--- src/rtl/walk_pkg.sv ---
package walk_pkg;

  typedef enum logic [2:0] {
    WS_IDLE,
    WS_READ_L1,
    WS_WAIT_L1,
    WS_READ_L2,
    WS_WAIT_L2,
    WS_DONE,
    WS_FAULT
  } walkState_t;

  // strobes from control to datapath
  typedef struct packed {
    logic takeReq;   // capture request and base
    logic issueL2;   // address mux selects second-level entry
    logic grabL1;    // first-level entry on the data bus
    logic grabL2;    // second-level entry on the data bus
  } walkStrobe_t;

  // entry field positions (decoded by the translation buffer)
  localparam int unsigned VALID_BIT  = 0;
  localparam int unsigned DIRTY_BIT  = 1;
  localparam int unsigned RIGHTS_LSB = 2;
  localparam int unsigned RIGHTS_W   = 3;

endpackage

--- src/rtl/walk_ctrl.sv ---
module walk_ctrl
  import walk_pkg::*;
(
  input  logic        clk,
  input  logic        rstN,
  input  logic        reqValid,
  input  logic        respReady,
  input  logic        memRspValid,
  input  logic        entryValid,
  output walkStrobe_t strobe,
  output logic        reqReady,
  output logic        memReqValid,
  output logic        respValid,
  output logic        respIsFault
);

  walkState_t state, stateNext;

  always_comb begin
    stateNext = state;
    unique case (state)
      WS_IDLE:    if (reqValid) stateNext = WS_READ_L1;
      WS_READ_L1: stateNext = WS_WAIT_L1;
      WS_WAIT_L1: if (memRspValid) stateNext = entryValid ? WS_READ_L2 : WS_FAULT;
      WS_READ_L2: stateNext = WS_WAIT_L2;
      WS_WAIT_L2: if (memRspValid) stateNext = entryValid ? WS_DONE : WS_FAULT;
      WS_DONE,
      WS_FAULT:   if (respReady) stateNext = WS_IDLE;
      default:    stateNext = WS_IDLE;
    endcase
  end

  always_ff @(posedge clk or negedge rstN) begin
    if (!rstN) state <= WS_IDLE;
    else       state <= stateNext;
  end

  always_comb begin
    strobe.takeReq = (state == WS_IDLE) && reqValid;
    strobe.issueL2 = (state == WS_READ_L2);
    strobe.grabL1  = (state == WS_WAIT_L1) && memRspValid;
    strobe.grabL2  = (state == WS_WAIT_L2) && memRspValid;
  end

  assign reqReady    = (state == WS_IDLE);
  assign memReqValid = (state == WS_READ_L1) || (state == WS_READ_L2);
  assign respValid   = (state == WS_DONE) || (state == WS_FAULT);
  assign respIsFault = (state == WS_FAULT);

endmodule

--- src/rtl/walk_datapath.sv ---
module walk_datapath
  import walk_pkg::*;
#(
  parameter int ADDR_W = 32,
  parameter int PTE_W  = 32,
  parameter int IDX_W  = 10,
  parameter int OFF_W  = 12,
  localparam int VA_W    = OFF_W + 2 * IDX_W,
  localparam int FRAME_W = PTE_W - OFF_W,
  localparam int PA_W    = FRAME_W + OFF_W
)(
  input  logic                clk,
  input  logic                rstN,
  input  walkStrobe_t         strobe,
  input  logic [VA_W-1:0]     reqVaddr,
  input  logic [ADDR_W-1:0]   tableBase,
  input  logic [PTE_W-1:0]    memRspData,
  output logic                entryValid,
  output logic [ADDR_W-1:0]   memReqAddr,
  output logic [VA_W-1:0]     respVaddr,
  output logic [FRAME_W-1:0]  respPpn,
  output logic                respDirty,
  output logic [RIGHTS_W-1:0] respRights,
  output logic [PA_W-1:0]     respPaddr,
  output logic                respFaultLevel
);

  localparam int BYTE_SH = $clog2(PTE_W / 8);
  localparam int LEVELS  = 2;

  logic [VA_W-1:0]     vaddrQ;
  logic [ADDR_W-1:0]   baseQ;
  logic [FRAME_W-1:0]  nextTableQ;
  logic [FRAME_W-1:0]  ppnQ;
  logic                dirtyQ;
  logic [RIGHTS_W-1:0] rightsQ;
  logic                levelQ;

  // per-level index fields, most significant level first
  logic [IDX_W-1:0]  levelIdx  [LEVELS];
  logic [ADDR_W-1:0] levelOffs [LEVELS];

  for (genvar lv = 0; lv < LEVELS; lv++) begin : g_level
    assign levelIdx[lv]  = vaddrQ[OFF_W + (LEVELS - 1 - lv) * IDX_W +: IDX_W];
    assign levelOffs[lv] = ADDR_W'({levelIdx[lv], {BYTE_SH{1'b0}}});
  end

  logic [ADDR_W-1:0] l1Addr, l2Addr;
  assign l1Addr = baseQ + levelOffs[0];
  assign l2Addr = ADDR_W'({nextTableQ, {OFF_W{1'b0}}}) + levelOffs[1];
  assign memReqAddr = strobe.issueL2 ? l2Addr : l1Addr;

  assign entryValid = memRspData[VALID_BIT];

  logic [OFF_W-1:RIGHTS_LSB+RIGHTS_W] unusedEntryBits;
  assign unusedEntryBits = memRspData[OFF_W-1:RIGHTS_LSB+RIGHTS_W];

  always_ff @(posedge clk or negedge rstN) begin
    if (!rstN) begin
      vaddrQ     <= '0;
      baseQ      <= '0;
      nextTableQ <= '0;
      ppnQ       <= '0;
      dirtyQ     <= 1'b0;
      rightsQ    <= '0;
      levelQ     <= 1'b0;
    end else begin
      if (strobe.takeReq) begin
        vaddrQ  <= reqVaddr;
        baseQ   <= tableBase;
        ppnQ    <= '0;
        dirtyQ  <= 1'b0;
        rightsQ <= '0;
        levelQ  <= 1'b0;
      end
      if (strobe.grabL1) begin
        nextTableQ <= memRspData[PTE_W-1:OFF_W];
      end
      if (strobe.grabL2) begin
        ppnQ    <= memRspData[PTE_W-1:OFF_W];
        dirtyQ  <= memRspData[DIRTY_BIT];
        rightsQ <= memRspData[RIGHTS_LSB +: RIGHTS_W];
        levelQ  <= 1'b1;
      end
    end
  end

  assign respVaddr      = vaddrQ;
  assign respPpn        = ppnQ;
  assign respDirty      = dirtyQ;
  assign respRights     = rightsQ;
  assign respPaddr      = {ppnQ, vaddrQ[OFF_W-1:0]};
  assign respFaultLevel = levelQ;

endmodule

--- src/rtl/tbl_walker.sv ---
module tbl_walker
  import walk_pkg::*;
#(
  parameter int ADDR_W = 32,
  parameter int PTE_W  = 32,
  parameter int IDX_W  = 10,
  parameter int OFF_W  = 12,
  localparam int VA_W    = OFF_W + 2 * IDX_W,
  localparam int FRAME_W = PTE_W - OFF_W,
  localparam int PA_W    = FRAME_W + OFF_W
)(
  input  logic                clk,
  input  logic                rstN,
  input  logic                reqValid,
  output logic                reqReady,
  input  logic [VA_W-1:0]     reqVaddr,
  input  logic [ADDR_W-1:0]   tableBase,
  output logic                memReqValid,
  output logic [ADDR_W-1:0]   memReqAddr,
  input  logic                memRspValid,
  input  logic [PTE_W-1:0]    memRspData,
  output logic                respValid,
  input  logic                respReady,
  output logic                respFault,
  output logic                respFaultLevel,
  output logic [VA_W-1:0]     respVaddr,
  output logic [FRAME_W-1:0]  respPpn,
  output logic                respDirty,
  output logic [RIGHTS_W-1:0] respRights,
  output logic [PA_W-1:0]     respPaddr
);

  walkStrobe_t strobe;
  logic        entryValid;

  walk_ctrl u_ctrl (
    .clk         (clk),
    .rstN        (rstN),
    .reqValid    (reqValid),
    .respReady   (respReady),
    .memRspValid (memRspValid),
    .entryValid  (entryValid),
    .strobe      (strobe),
    .reqReady    (reqReady),
    .memReqValid (memReqValid),
    .respValid   (respValid),
    .respIsFault (respFault)
  );

  walk_datapath #(
    .ADDR_W (ADDR_W),
    .PTE_W  (PTE_W),
    .IDX_W  (IDX_W),
    .OFF_W  (OFF_W)
  ) u_dp (
    .clk            (clk),
    .rstN           (rstN),
    .strobe         (strobe),
    .reqVaddr       (reqVaddr),
    .tableBase      (tableBase),
    .memRspData     (memRspData),
    .entryValid     (entryValid),
    .memReqAddr     (memReqAddr),
    .respVaddr      (respVaddr),
    .respPpn        (respPpn),
    .respDirty      (respDirty),
    .respRights     (respRights),
    .respPaddr      (respPaddr),
    .respFaultLevel (respFaultLevel)
  );

endmodule

--- config.mk ---
export PLATFORM = sky130hd
export DESIGN_NAME = tbl_walker
export DESIGN_NICKNAME = d
export VERILOG_FILES = /design/src/rtl/walk_pkg.sv /design/src/rtl/walk_ctrl.sv /design/src/rtl/walk_datapath.sv /design/src/rtl/tbl_walker.sv
export SDC_FILE = /design/constraint.sdc
export NUM_CORES = 1
export LEC_CHECK = 0
export BUFFER_PORTS_ARGS = -buffer_cell sky130_fd_sc_hd__buf_2
export CAP_MARGIN = 20
export CORE_ASPECT_RATIO = 2
export CORE_MARGIN = 2
export CORE_UTILIZATION = 53
export DETAILED_ROUTE_END_ITERATION = 8
export GPL_TIMING_DRIVEN = 0
export HOLD_SLACK_MARGIN = 0.03
export PLACE_DENSITY = 0.91
export SLEW_MARGIN = 20
export SYNTH_ARGS = -nofsm -noshare
export SYNTH_HDL_FRONTEND = slang
export SYNTH_SLANG_ARGS = --single-unit
export TNS_END_PERCENT = 100
--- constraint.sdc ---
create_clock -name clk -period 5.3 [get_ports clk]
set_clock_uncertainty 0.2 [all_clocks]
set_input_delay 0.265 -clock clk [delete_from_list [all_inputs] [get_ports clk]]
set_output_delay 0.265 -clock clk [all_outputs]
set_load 0.05 [all_outputs]
==> summary.md <==
| Metric | Value |
|---|---|
| FILL cells | 658 |
| Post-synthesis sequential area ratio | 47.3% |
| Worst skew pair latency | 350 ps |
| Worst Setup SP | u_dp.respVaddr[22] |
| Path depth of the worst reg2reg path | 7 |
| Gr ovfl total | 0 |
| Port Buffers | 218 |
| Tightest Hold Check Type | in2reg |
| DR vias | 5563 |
| Initial core utilization | 54.5% |
| Mapped Avg Cell Area | 10.6 um^2 |
| Layout cells sized above 1 | 43.5% |
| Worst Path Required | 4840 ps |
| Most used routing layer | met2 |
| Root Driver | clkbuf_16 |
| Status | complete, no violations |
| Initial antenna violation count | 0 |
| Cell count of the worst hold path | 3 |
| Non-Filler Instances | 1021 |
| Die ar. | 12100 um^2 |
| CP Class | reg2out |
| CTS resizes | 0 |
| Htree depth | 3 |
| Routed len/inst | 18.5 um |
| Met1 global-route usage | 32.3% |
| Netlist Area Pre-Place | 5930 um^2 |
| CP bufs+invs | 1 |
| R2R Path End | u_dp.respPpn[15] |
| Fin. Hold Viols | 0 |
| CP max FO | 10 |
| Iteration-0 DRC Markers | 377 |
| Worst setup EP type | output port |
| Area grow syn2layout | 42.1% |
| CP Depth | 9 |
| Pre-antenna DRT Iters | 5 |
| Arrival @ worst endpoint | 3320 ps |
| Clk pin slew, worst setup/hold paths | 80 ps |
| Post-Route WL | 18900 um |
| Ant. Diodes | 0 |
| Relative slew slack | 34.2% |
| First-pass GRT wire length | 29600 um |
| Worst Max-Slew Pin Slew | 987 ps |
| Post-Syn Nets | 669 |
| GPL Wtd Cong | 0.911 |
| Number of global-route vias before repair | 5931 |
| Met2 usage | 58.9% |
| Hold Worst Slack | 77.2 ps |
| Worst-path cell chain | ha_1 > fa_1 > a211oi_2 > o21bai_2 > o2111ai_4 > a21oi_1 > xnor2_1 > o21ai_0 > buf_2 |
| I/O pins | 226 |
| Count of flip-flops with a built-in enable after synthesis | 0 |
| Final ANT Viol Nets | 0 |
| Die extent in x | 78.8 um |
| Fin crit share | 71.5% |
| CTS buffer count | 9 |
| Crit path capture | memReqAddr[14] |
| Placed insts | 916 |
| Critical Path Max Stage Delay | 460 ps |
| R2R setup slack | 2940 ps |
| Top_reg_cell synth | dfrtp_1 |
| Largest net degree at the start of global routing | 59 |
| DR DRC count | 0 |
| RSZ-0062 raised after global routing | false |
| Slowest CP cell | fa_1 |
| Clk buf depth | 2 |
| Crit Reg-Reg Startpoint | u_ctrl.state[1] |
| Yosys warns | 0 |
| Asr flop ratio synth | 100% |
| GRT Util Overall | 31.7% |
| Syn Inst Count | 557 |
| Family with the most delay on the worst path | compound AO/OA/AOI/OAI gates |
| Site Rows | 54 |
| Yosys cell types | 51 |
| GR Layer Usage met3 | 4.87% |
| Routed vias/inst | 5.45 |
| Max Freq | 264 MHz |
| Setup TNS | 0 ps |
| Register bit total from synthesis | 112 |
| CTS tree | done |
| Core area | 10900 um^2 |
| Startpoint Class | register |
| Die height | 154 um |
| Nets | 988 |
| Slew Viols, Final | 0 |
| Final setup vio count | 0 |
| TritonCTS Sinks | 112 |
| Period minus WS final | 3790 ps |
| Max cap viols | 0 |
| Dpl hpwl | 12400 um |
metal layers:
metal / wire [um] / part of all wire, %
met1: 6300 / 33
met2: 10500 / 56
met3: 991 / 5.2
met4: 1080 / 5.7
met5: 0 / 0
through the flow:
step / cell area (um^2) / util (%) / setup WS, ps
2_1_floorplan: 5930 / - / 1430
6_report: 8420 / 77.4 / 1510
5_1_grt: 8420 / 77.4 / 1430
3_3_place_gp: 7190 / 66.1 / 2050
4_1_cts: 8420 / 77.4 / 1610
3_5_place_dp: 7230 / 66.4 / 2020
cell usage after synthesis, types with 2 or more instances:
cell type	number	area [um^2]
a211oi_1	5	37.5
buf_1	4	15.0
xnor2_1	21	184
clkbuf_1	18	67.6
o21ai_1	11	55.1
nor4_1	3	18.8
o211ai_1	4	30.0
o21a_1	2	15.0
a21oi_1	18	90.1
buf_4	42	315
nand2_1	93	349
dfrtp_1	112	2800
o21ai_0	49	245
a2111oi_2	4	60.1
nor3_1	7	35.0
nand3_1	4	20.0
nor2_1	11	41.3
and3_1	2	12.5
a21o_1	4	30.0
buf_2	3	15.0
ha_1	10	125
xor2_1	4	35.0
nand4_1	4	25.0
inv_1	5	18.8
nor2b_1	2	12.5
nor3b_1	2	15.0
o31ai_1	2	15.0
mux2i_1	2	20.0
mux2_2	83	935
and2_1	5	31.3
cells in the final DEF (no fill, tap or decap), drive strengths merged, types with 3 or more instances in the layout:
| cell type | instances |
|---|---|
| buf | 268 |
| nor3 | 7 |
| nor2 | 11 |
| o21ai | 61 |
| a211oi | 7 |
| mux2 | 83 |
| nand2 | 93 |
| o211ai | 4 |
| clkbuf | 28 |
| and3 | 3 |
| clkinv | 3 |
| nand3 | 5 |
| xnor2 | 21 |
| and2 | 6 |
| inv | 8 |
| dlygate4sd3 | 89 |
| a21oi | 18 |
| xor2 | 4 |
| a21o | 5 |
| a2111oi | 4 |
| nand4 | 4 |
| ha | 10 |
| dfrtp | 112 |
| nor4 | 4 |
worst min-delay path by stage:
stage	from	to	slack, ps
floorplan	rstN	u_ctrl.state[0]	-230
CTS	memRspData[0]	u_ctrl.state[0]	70
detailed placement	rstN	u_dp.nextTableQ[10]	60
global route	memRspData[0]	u_ctrl.state[0]	70
global placement	u_dp.respFaultLevel	u_dp.respFaultLevel	260
finish	memRspData[0]	u_ctrl.state[0]	80
repair_timing:
| item | 4_1_cts | 5_1_grt |
|---|---|---|
| hold endpoints to repair | 162 | 0 |
| setup buffers | 0 | 0 |
| hold buffers | 89 | 0 |
cell families after synthesis:
logic type / share of synthesized area (%)
AND/OR/NAND/NOR: 11.0
AO/OA/AOI/OAI: 11.5
buffers and inverters: 7.92
XOR/XNOR: 3.69
adder cells (fa/ha/maj): 2.45
flip-flops: 47.3
multiplexers: 16.1
worst min-delay path: stages:
cell	delay [ps]
buf_2	130
a21oi_1	120
o31ai_1	70
final cells by class:
cell class	count	area, um^2	area share, %
inverters	5	18.8	0.223
multi-input cells	371	2660	31.5
clock buffers	9	225	2.67
flip-flops and latches	112	2800	33.3
well taps	140	175	2.08
plain buffers	69	450	5.35
repair buffers	308	2020	23.9
clock inverters	7	77.6	0.921
registers in the layout (all words and copies together) (netlist names):
| register | count |
|---|---|
| u_dp.nextTableQ | 20 |
| u_dp.respVaddr | 32 |
| u_dp.respDirty | 1 |
| u_dp.baseQ | 32 |
| u_dp.respFaultLevel | 1 |
| u_dp.respRights | 3 |
| u_ctrl.state | 3 |
| u_dp.respPpn | 20 |
Power is not shown: default switching activity piles up to over one toggle a cycle in this logic, so the estimate is an artifact.
